### src/rtl/lowmem_remap_pkg.sv
package lowmem_remap_pkg;

  // Address region chosen by the decoder for one bus access
  typedef enum logic [2:0] {
    RG_NONE  = 3'd0,
    RG_ROM   = 3'd1,
    RG_FLASH = 3'd2,
    RG_ALIAS = 3'd3,
    RG_CTRL  = 3'd4
  } region_e;

endpackage

### src/rtl/lowmem_remap_ctrl.sv
module lowmem_remap_ctrl #(
  parameter int DW      = 32,
  parameter int MAP_LSB = 8,
  parameter int MAP_W   = 2
) (
  input  logic          clk,
  input  logic          por_rst,
  input  logic          wdt_rst,
  input  logic          wr_en,
  input  logic [DW-1:0] wdata,
  output logic [DW-1:0] ctrl_q,
  output logic          map_flash
);

  localparam logic [DW-1:0] MAP_MASK = ((DW)'(1) << MAP_W) - 1 << MAP_LSB;

  logic [MAP_W-1:0] map_q;   // survives watchdog reset
  logic [DW-1:0]    rest_q;  // cleared by either reset, map bits kept zero

  // Remap field: power-on reset only; writes blocked while watchdog reset is active
  always_ff @(posedge clk) begin
    if (por_rst)
      map_q <= '0;
    else if (wr_en && !wdt_rst)
      map_q <= wdata[MAP_LSB +: MAP_W];
  end

  // Remaining bits: cleared by either reset domain
  always_ff @(posedge clk) begin
    if (por_rst || wdt_rst)
      rest_q <= '0;
    else if (wr_en)
      rest_q <= wdata & ~MAP_MASK;
  end

  assign ctrl_q    = rest_q | ((DW)'(map_q) << MAP_LSB);
  assign map_flash = |map_q;

  AST_POR_CLEARS_ALL: assert property (@(posedge clk)
    por_rst |=> (ctrl_q == '0)) else $error("power-on reset left register bits set");

  AST_WDT_KEEPS_MAP: assert property (@(posedge clk) disable iff (por_rst)
    wdt_rst |=> (map_q == $past(map_q))) else $error("watchdog reset altered remap field");

  AST_WDT_CLEARS_REST: assert property (@(posedge clk) disable iff (por_rst)
    wdt_rst |=> ((ctrl_q & ~MAP_MASK) == '0)) else $error("watchdog reset kept plain bits");

  AST_WRITE_LANDS: assert property (@(posedge clk) disable iff (por_rst || wdt_rst)
    wr_en |=> (ctrl_q == $past(wdata))) else $error("register write did not land");

endmodule

### src/rtl/lowmem_remap_decode.sv
module lowmem_remap_decode
  import lowmem_remap_pkg::*;
#(
  parameter int          AW         = 32,
  parameter int          LOW_AW     = 13,
  parameter int          FLASH_AW   = 24,
  parameter logic [31:0] ALIAS_BASE = 32'h0300_0000,
  parameter logic [31:0] CTRL_ADDR  = 32'hFFFF_FB10
) (
  input  logic [AW-1:0]       addr,
  input  logic                map_flash,
  output region_e             region,
  output logic [FLASH_AW-1:0] offset
);

  logic hit_ctrl, hit_alias, hit_low, hit_flash;

  assign hit_ctrl  = (addr[AW-1:2] == CTRL_ADDR[AW-1:2]);
  assign hit_alias = (addr[AW-1:LOW_AW] == ALIAS_BASE[AW-1:LOW_AW]);
  assign hit_low   = (addr[AW-1:LOW_AW] == '0);
  assign hit_flash = (addr[AW-1:FLASH_AW] == '0);

  // Priority: register, alias window, low region, flash window
  always_comb begin
    region = RG_NONE;
    offset = '0;
    if (hit_ctrl) begin
      region = RG_CTRL;
    end else if (hit_alias) begin
      region = RG_ALIAS;
      offset = {{(FLASH_AW-LOW_AW){1'b0}}, addr[LOW_AW-1:0]};
    end else if (hit_low) begin
      region = map_flash ? RG_FLASH : RG_ROM;
      offset = addr[FLASH_AW-1:0];
    end else if (hit_flash) begin
      region = RG_FLASH;
      offset = addr[FLASH_AW-1:0];
    end
  end

endmodule

### src/rtl/lowmem_remap_outreg.sv
module lowmem_remap_outreg
  import lowmem_remap_pkg::*;
#(
  parameter int LOW_AW   = 13,
  parameter int FLASH_AW = 24
) (
  input  logic                clk,
  input  logic                rst,
  input  logic                valid,
  input  logic                we,
  input  region_e             region,
  input  logic [FLASH_AW-1:0] offset,
  output logic                rom_cs,
  output logic                flash_cs,
  output logic                mem_we,
  output logic [FLASH_AW-1:0] mem_addr
);

  logic sel_rom, sel_flash;

  assign sel_rom   = valid && (region == RG_ROM);
  assign sel_flash = valid && ((region == RG_FLASH) || (region == RG_ALIAS));

  always_ff @(posedge clk) begin
    if (rst) begin
      rom_cs   <= 1'b0;
      flash_cs <= 1'b0;
      mem_we   <= 1'b0;
      mem_addr <= '0;
    end else begin
      rom_cs   <= sel_rom;
      flash_cs <= sel_flash;
      mem_we   <= we && (sel_rom || sel_flash);
      mem_addr <= (sel_rom || sel_flash) ? offset : '0;
    end
  end

  AST_ALIAS_REACHES_FLASH: assert property (@(posedge clk) disable iff (rst)
    (valid && region == RG_ALIAS) |=>
      (flash_cs && !rom_cs && mem_addr[FLASH_AW-1:LOW_AW] == '0))
    else $error("alias access not sent to low flash");

  AST_IDLE_QUIET: assert property (@(posedge clk) disable iff (rst)
    !valid |=> !(rom_cs || flash_cs || mem_we))
    else $error("select asserted without an access");

endmodule

### src/rtl/lowmem_remap.sv
module lowmem_remap
  import lowmem_remap_pkg::*;
#(
  parameter int          DW         = 32,
  parameter int          AW         = 32,
  parameter int          LOW_AW     = 13,
  parameter int          FLASH_AW   = 24,
  parameter int          MAP_LSB    = 8,
  parameter int          MAP_W      = 2,
  parameter logic [31:0] ALIAS_BASE = 32'h0300_0000,
  parameter logic [31:0] CTRL_ADDR  = 32'hFFFF_FB10
) (
  input  logic                clk,
  input  logic                por_rst,
  input  logic                wdt_rst,
  input  logic                bus_valid,
  input  logic                bus_we,
  input  logic [AW-1:0]       bus_addr,
  input  logic [DW-1:0]       bus_wdata,
  output logic [DW-1:0]       bus_rdata,
  output logic                rom_cs,
  output logic                flash_cs,
  output logic                mem_we,
  output logic [FLASH_AW-1:0] mem_addr
);

  region_e             region;
  logic [FLASH_AW-1:0] offset;
  logic [DW-1:0]       ctrl_q;
  logic                map_flash;
  logic                reg_hit;
  logic                reg_wr;
  logic                any_rst;

  assign any_rst = por_rst || wdt_rst;
  assign reg_hit = bus_valid && (region == RG_CTRL);
  assign reg_wr  = reg_hit && bus_we;

  lowmem_remap_decode #(
    .AW(AW), .LOW_AW(LOW_AW), .FLASH_AW(FLASH_AW),
    .ALIAS_BASE(ALIAS_BASE), .CTRL_ADDR(CTRL_ADDR)
  ) u_decode (
    .addr      (bus_addr),
    .map_flash (map_flash),
    .region    (region),
    .offset    (offset)
  );

  lowmem_remap_ctrl #(
    .DW(DW), .MAP_LSB(MAP_LSB), .MAP_W(MAP_W)
  ) u_ctrl (
    .clk       (clk),
    .por_rst   (por_rst),
    .wdt_rst   (wdt_rst),
    .wr_en     (reg_wr),
    .wdata     (bus_wdata),
    .ctrl_q    (ctrl_q),
    .map_flash (map_flash)
  );

  lowmem_remap_outreg #(
    .LOW_AW(LOW_AW), .FLASH_AW(FLASH_AW)
  ) u_out (
    .clk      (clk),
    .rst      (any_rst),
    .valid    (bus_valid),
    .we       (bus_we),
    .region   (region),
    .offset   (offset),
    .rom_cs   (rom_cs),
    .flash_cs (flash_cs),
    .mem_we   (mem_we),
    .mem_addr (mem_addr)
  );

  // Combinational register read path
  assign bus_rdata = (reg_hit && !bus_we) ? ctrl_q : '0;

  AST_ROM_ONLY_WHEN_UNMAPPED: assert property (@(posedge clk) disable iff (any_rst)
    rom_cs |-> (!$past(map_flash) && mem_addr[FLASH_AW-1:LOW_AW] == '0))
    else $error("ROM selected while flash mapped low");

  AST_REG_SELECTS_NOTHING: assert property (@(posedge clk) disable iff (any_rst)
    reg_hit |=> !(rom_cs || flash_cs))
    else $error("register access selected a memory");

  AST_ONE_DEVICE: assert property (@(posedge clk) disable iff (any_rst)
    !(rom_cs && flash_cs)) else $error("both devices selected");

endmodule

### config.mk
export PLATFORM = sky130hd
export DESIGN_NAME = lowmem_remap
export DESIGN_NICKNAME = d
export VERILOG_FILES = /design/src/rtl/lowmem_remap_pkg.sv /design/src/rtl/lowmem_remap_ctrl.sv /design/src/rtl/lowmem_remap_decode.sv /design/src/rtl/lowmem_remap_outreg.sv /design/src/rtl/lowmem_remap.sv
export SDC_FILE = /design/constraint.sdc
export NUM_CORES = 1
export LEC_CHECK = 0
export ABC_AREA = 0
export BUFFER_PORTS_ARGS = -buffer_cell sky130_fd_sc_hd__buf_2
export CAP_MARGIN = 20
export CORE_AREA = 4 4 85 87
export CTS_CLUSTER_SIZE = 14
export DETAILED_ROUTE_END_ITERATION = 8
export DIE_AREA = 0 0 89 91
export PLACE_DENSITY_LB_ADDON = 0.08
export SETUP_SLACK_MARGIN = 0.15
export SLEW_MARGIN = 20
export SYNTH_ARGS = -nofsm -noshare
export SYNTH_HDL_FRONTEND = slang
export SYNTH_SLANG_ARGS = --single-unit
### constraint.sdc
create_clock -name clk -period 2.15 [get_ports clk]
set_clock_uncertainty 0.2 [all_clocks]
set_input_delay 0.43 -clock clk [delete_from_list [all_inputs] [get_ports clk]]
set_output_delay 0.43 -clock clk [all_outputs]
set_load 0.05 [all_outputs]
==> results of run 1 <==
==> stage by stage <==
step                      instance area (um^2)  hold slack [ns]  total power [uW]  utilization [%]  setup WS, ns
after floorplan                           2640            0.245              1160                -        -0.111
after global placement                    3520            0.258              1280             55.5        -0.394
after detailed placement                  3520            0.266              1280             55.5        -0.421
final                                     4030            0.122              2060             63.5        -0.263
after global routing                      4030            0.117              2150             63.5        -0.361
after CTS                                 4010            0.106              2080             63.2        -0.289
==> cells by family (layout without fill, tap and decap cells) <==
| group | after synthesis | after routing | share of synthesized area (%) |
|---|---|---|---|
| simple gates | 126 | 126 | 32.0 |
| mux | 2 | 2 | 0.798 |
| flops | 59 | 59 | 47.1 |
| buf+inv | 39 | 188 | 6.49 |
| compound gates | 63 | 63 | 13.6 |
==> final cells by class <==
type,count,area [um^2],share of cell area (%)
inverter,14,52.6,1.30
clock buffer,10,128,3.16
multi-input combinational,191,1290,32.1
clock inverter,4,20.0,0.496
tap,77,96.3,2.39
timing repair buffer,160,1260,31.3
sequential,59,1180,29.3
==> routing by layer <==
metal	GRT usage (%)	wire [um]	vias to the layer above
met5	0	0	-
met3	7.24	632	9
met2	35.6	4130	86
met1	22.2	3050	1216
li1	-	-	1317
met4	5.09	93	0
==> path summary, 6_finish.rpt <==
check	startpoint	endpoint	slack [ns]
worst max-delay path	bus_addr[7]	bus_rdata[31]	-0.26
worst min-delay path	bus_addr[0]	u_out.mem_addr[0]$_SDFF_PP0_	0.12
worst max register to register	u_ctrl.map_q[0]$_SDFFE_PP0P_	u_out.rom_cs$_SDFF_PP0_	1.04
worst min register to register	u_ctrl.rest_q[14]$_SDFFE_PP0P_	u_ctrl.rest_q[14]$_SDFFE_PP0P_	0.27
==> cells in the final DEF (no fill, tap or decap), drive strengths merged <==
cell / count
buf: 160
dfxtp: 59
and2: 44
nand4: 38
o21ai: 31
a21oi: 30
nor3: 17
inv: 14
clkbuf: 10
nor4: 6
nand2b: 4
clkinv: 4
nand2: 3
and4: 3
and4b: 2
nor2b: 2
mux2i: 2
nor4bb: 1
nor4b: 1
or4: 1
or2: 1
nor2: 1
or4b: 1
a2111oi: 1
a21o: 1
nand3: 1
==> flip-flops by register name (all words and copies together) (netlist names) <==
signal          cells
u_ctrl.rest_q      30
u_out.mem_addr     24
u_ctrl.map_q        2
u_out.flash_cs      1
u_out.mem_we        1
u_out.rom_cs        1
==> power by group through the flow <==
stage	Clock, uW	Combinational (uW)	Sequential (uW)
after floorplan	0	40.4	1120
after global placement	0	162	1120
after detailed placement	0	162	1120
after CTS	823	168	1090
after global routing	870	186	1090
final	792	170	1090
==> worst max-delay path, cell delays in order <==
cell	delay, ns
buf_6	0.10
nor4bb_4	0.29
and4_1	0.25
and4_4	0.25
buf_12	0.16
and2_2	0.16
buf_8	0.14
==> what timing repair did <==
item | 4_1_cts | 5_1_grt
pin swaps | 1 | 1
resized for setup | 100 | 4
setup endpoints to repair | 32 | 35
==> summary.txt, run 1 <==
Status
  – Status: finished with violations
  – Failing checks: negative setup slack

Cells and area
  – Layout Nets: 504
  – Area grow syn2layout: 60.8%
  – Layout filler cell count: 557
  – Post-Layout Cell Count: 515
  – Share of cells above drive strength 1: 49.3%
  – N_diodes: 0

Global route
  – Vias in the first global route: 2670
  – Largest net degree at the start of global routing: 33
  – Initial antenna violation count: 0
  – First-pass GRT wire length: 12.7 mm
  – Tot GR Track Use: 20.0%
  – Gr ovfl total: 0

Logic synthesis
  – Mapped cell area: 2510 um^2
  – Synth Area per Inst: 8.68 um^2
  – Seq cells post-synth: 59
  – Synth async-reset ratio: 0%
  – Most frequent cell after synthesis: dfxtp_1
  – Syn nets: 358
  – Yosys top cell area share: 47.1%
  – Synth Flop Type: dfxtp_1
  – Number of flops mapped to enable cells by yosys: 0
  – Post-synth top cells: 59 x dfxtp_1, 44 x and2_1, 38 x nand4_1
  – Post-synthesis sequential area ratio: 47.1%
  – Cell taking the most area after synthesis: dfxtp_1
  – Yosys Warn Count: 0
  – Syn Inst Count: 289
  – Synth cell types: 29
  – Synth area leaders: dfxtp_1 47%, and2_1 11%, nand4_1 9.5%

Power and ir drop
  – Comb power frac: 8.3%
  – Power per cell area: 510 nW/um^2
  – P_sw: 475 uW
  – Register share of total power: 53.2%
  – P_int: 1580 uW
  – Clock share of power: 38.5%
  – Sw Share: 23.1%
  – Maximum vdd drop: 502 uV
  – Pleak: 0.00176 uW

Placed design
  – HPWL Detailed: 5.59 mm
  – Placer Congestion: 0.864
  – Dpl cells: 501
  – PortBufs: 127

STA
  – Max transition margin: 60.0%
  – Final hold vios: 0
  – Setup TNS: -7.60 ns
  – RSZ-0062 raised after global routing: true
  – Final-report setup violation count: 32
  – Tcrit/Tclk final: 112%
  – Final worst slack: -0.263 ns
  – Crit path time final: 2.41 ns
  – Tightest Pin Transition: 0.601 ns
  – Highest clock rate: 0.414 GHz
  – Pins Over Slew Limit: 0

Drt
  – Vias/cell: 5.10
  – DR vias: 2628
  – WL per Instance: 15.3 um
  – Routed WL: 7.90 mm
  – DRC Markers: 0
  – Drt pass-1 iters: 5
  – Post-route ant nets: 0
  – DR iter-0 viols: 73

Floorplan
  – Core area: 6350 um^2
  – Initial core utilization: 39.5%
  – Num rows: 29
  – Die height: 91 um
  – Chip width: 89 um
  – Die ar.: 8100 um^2
  – IO Count: 128

Clocking
  – Total CTS buffers: 9
  – Setup bufs post-CTS: 0
  – Hold_buf cts: 0
  – Clk_lat worst skew: 0.32 ns
  – CTS tree: done
  – Clk sink count: 59
  – H-Tree Depth: 3
  – Bufs on Longest Clock Path: 2
  – Clock transition at path regs: 0.06 ns
  – Clock Root Buffer: clkbuf_8

Critical path
  – Required @ worst endpoint: 1.52 ns
  – CP max FO: 22
  – Crit start category: input port
  – Critical path endpoint category: output port
  – Worst Path Arrival: 1.78 ns
  – R2R depth: 2
  – Worst setup path category: input port to output port

Flow run
  – Max Cap Violations: 0

Worst hold path
  – Hold Path Stages: 3
  – Worst min-delay path class: input port to flop
Power figures use the tool's default switching activity.
==> inputs of run 2 (changes only) <==
--- a/config.mk
+++ b/config.mk
@@ -8,10 +8,10 @@
 export ABC_AREA = 0
 export BUFFER_PORTS_ARGS = -buffer_cell sky130_fd_sc_hd__buf_2
 export CAP_MARGIN = 20
-export CORE_AREA = 4 4 85 87
+export CORE_AREA = 4 4 84 86
 export CTS_CLUSTER_SIZE = 14
 export DETAILED_ROUTE_END_ITERATION = 8
-export DIE_AREA = 0 0 89 91
+export DIE_AREA = 0 0 88 90
 export PLACE_DENSITY_LB_ADDON = 0.08
 export SETUP_SLACK_MARGIN = 0.15
 export SLEW_MARGIN = 20
==> run 2 against run 1 <==
  * The flow still finishes with violations (negative setup slack)
  * Clock power grew 7.7%
  * Cell count increased by 0.39%
  * Largest cell class unchanged
  * Highest routed layer unchanged
  * Combinational power barely moved
  * Cell area grew 0.50%
  * Largest power group unchanged
  * Via count grew 0.65%
  * Flip-flop and latch count did not move
  * Worst setup slack worse by 0.0079 ns
  * Global-route usage increased by 0.97 points
  * Routed wire length is 1.4% lower
  * Critical path type unchanged
  * First-iteration DRC count rose by 23%
==> summary.txt, run 2 (same netlist as run 1, synthesis figures left out) <==
Status
  – Status: finished with violations
  – Failing checks: negative setup slack

Clocking
  – H-Tree Depth: 3 (unchanged)
  – Clk_lat worst skew: 0.34 ns (+0.02 ns)
  – Clk sink count: 59 (unchanged)
  – Bufs on Longest Clock Path: 2 (unchanged)
  – Setup bufs post-CTS: 0 (unchanged)
  – Clock Root Buffer: clkbuf_8
  – CTS tree: done
  – Hold_buf cts: 0 (unchanged)
  – Clock transition at path regs: 0.06 ns (about the same)
  – Total CTS buffers: 9 (unchanged)

Drt
  – Routed WL: 7.80 mm (-1.4%)
  – Drt pass-1 iters: 4 (-1)
  – DR iter-0 viols: 90 (+23%)
  – DRC Markers: 0 (unchanged)
  – Post-route ant nets: 0 (unchanged)
  – WL per Instance: 15.1 um (-1.7%)
  – DR vias: 2645 (+0.65%)
  – Vias/cell: 5.12 (+0.26%)

Global route
  – Tot GR Track Use: 21.0% (+0.97 points)
  – First-pass GRT wire length: 13.1 mm (+2.9%)
  – Gr ovfl total: 0 (unchanged)
  – Vias in the first global route: 2653 (-0.64%)
  – Initial antenna violation count: 0 (unchanged)
  – Largest net degree at the start of global routing: 33 (unchanged)

Floorplan
  – Initial core utilization: 39.9% (+0.46 points)
  – Die height: 90 um (-1.1%)
  – IO Count: 128 (unchanged)
  – Die ar.: 7920 um^2 (-2.2%)
  – Chip width: 88 um (-1.1%)
  – Num rows: 29 (unchanged)
  – Core area: 6280 um^2 (-1.1%)

Cells and area
  – Most frequent cells in the layout: 91 x buf_2, 59 x dfxtp_1, 38 x nand4_1
  – N_diodes: 0 (unchanged)
  – Most common cell after layout, fill and taps aside: buf_2
  – Largest regs: u_ctrl.rest_q: 30 flops, u_out.mem_addr: 24 flops, u_ctrl.map_q: 2 flops
  – Area grow syn2layout: 61.6%
  – Max reg flops: 30 (unchanged)
  – Layout Nets: 505 (+0.20%)
  – Register name with the most flops: u_ctrl.rest_q
  – Share of cells above drive strength 1: 49.1% (-0.22 points)
  – Layout filler cell count: 536 (-3.8%)

STA
  – Tcrit/Tclk final: 113% (+0.37 points)
  – Tightest Pin Transition: 0.606 ns (+0.00572 ns)
  – Hold Slack: 0.111 ns (-0.0105 ns)
  – Final worst slack: -0.271 ns (-0.00786 ns)
  – RSZ-0062 raised after global routing: true
  – Max transition margin: 59.6% (-0.38 points)
  – Final hold vios: 0 (unchanged)
  – Highest clock rate: 0.413 GHz (-0.32%)
  – Crit path time final: 2.42 ns (+0.00786 ns)
  – Pins Over Slew Limit: 0 (unchanged)
  – Final-report setup violation count: 32 (unchanged)

Power and ir drop
  – Maximum vdd drop: 372 uV (-26%)
  – Power per cell area: 522 nW/um^2 (+2.4%)
  – Pleak: 0.00177 uW (+0.50%)

Critical path
  – CP max FO: 19 (-14%)
  – Crit start category: input port
  – Worst setup path category: input port to output port
  – Reg2Reg Setup Slack: 1.08 ns (+0.04 ns)
  – Required @ worst endpoint: 1.52 ns (about the same)
  – Critical path endpoint category: output port
  – Worst Path Arrival: 1.79 ns (about the same)

Placed design
  – Placer Congestion: 0.874 (+1.2%)
  – Dpl ws: -0.382 ns (+0.0390 ns)
  – PortBufs: 127 (unchanged)
  – HPWL Detailed: 5.56 mm (-0.58%)

Flow run
  – Max Cap Violations: 0 (unchanged)

Worst hold path
  – Worst min-delay path class: input port to flop
-- run 2: cell types whose count changed in the layout (fill, tap and decap cells not counted) --
cell      delta
clkbuf_1     +1
or4_4        -1
clkinv_2     -1
buf_4        -1
buf_6        +3
buf_8        -1
clkbuf_8     +1
or4_1        +1
-- run 2: area by class of cell --
cell class,instances,area [um^2],share of cell area (%)
sequential,59,1180,29.1
multi-input combinational,191,1290,31.8
tap,77,96.3,2.38
inverter,14,52.6,1.30
timing repair buffer,161,1270,31.4
clock inverter,3,15.0,0.370
clock buffer,12,145,3.58
-- run 2: per-layer routing --
| metal | global-route usage, % | vias up | part of all wire, % |
|---|---|---|---|
| li1 | - | 1327 | - |
| met1 | 25.5 | 1222 | 41 |
| met2 | 33.7 | 82 | 50 |
| met3 | 6.76 | 14 | 7.5 |
| met4 | 8.70 | 0 | 2.0 |
| met5 | 0 | - | 0 |
-- run 2: where the power goes --
group	total [uW]	internal, uW	switching (uW)	leakage [uW]
registers	1090	1090	0.0368	0.000475
logic	168	89.6	78.5	0.00121
clock network	853	437	416	0.0000860
-- run 2: worst max-delay path, cell delays in order --
cell and delay (ns):
buf_6 0.10, nor4bb_4 0.28, and4_1 0.24, and4_4 0.27, buf_12 0.15, and2_2 0.16, buf_6 0.15
-- run 2: worst paths after layout --
check,cells past startpoint,endpoint,startpoint
worst min register to register,2,u_ctrl.rest_q[5]$_SDFFE_PP0P_,u_ctrl.rest_q[5]$_SDFFE_PP0P_
worst max register to register,2,u_out.rom_cs$_SDFF_PP0_,u_ctrl.map_q[0]$_SDFFE_PP0P_
worst min-delay path,3,u_out.mem_addr[1]$_SDFF_PP0_,bus_addr[1]
worst max-delay path,7,bus_rdata[0],bus_addr[7]
-- run 2: repair_timing --
item | in CTS | in global routing
endpoints found under the setup margin | 32 | 35
gates resized for setup | 99 | 5
pin swaps | 1 | 0
cloned | 0 | 0
-- run 2: per-stage QoR --
step / power [uW] / TNS [ns] / utilization, % / std cells / area (um^2)
2_1_floorplan: 1160 / -3.46 / - / 289 / 2640
3_3_place_gp: 1280 / -13.65 / 56.3 / 502 / 3530
3_5_place_dp: 1280 / -13.98 / 56.3 / 502 / 3530
4_1_cts: 2130 / -7.79 / 64.2 / 517 / 4030
5_1_grt: 2210 / -10.12 / 64.6 / 517 / 4050
6_report: 2110 / -7.31 / 64.6 / 517 / 4050
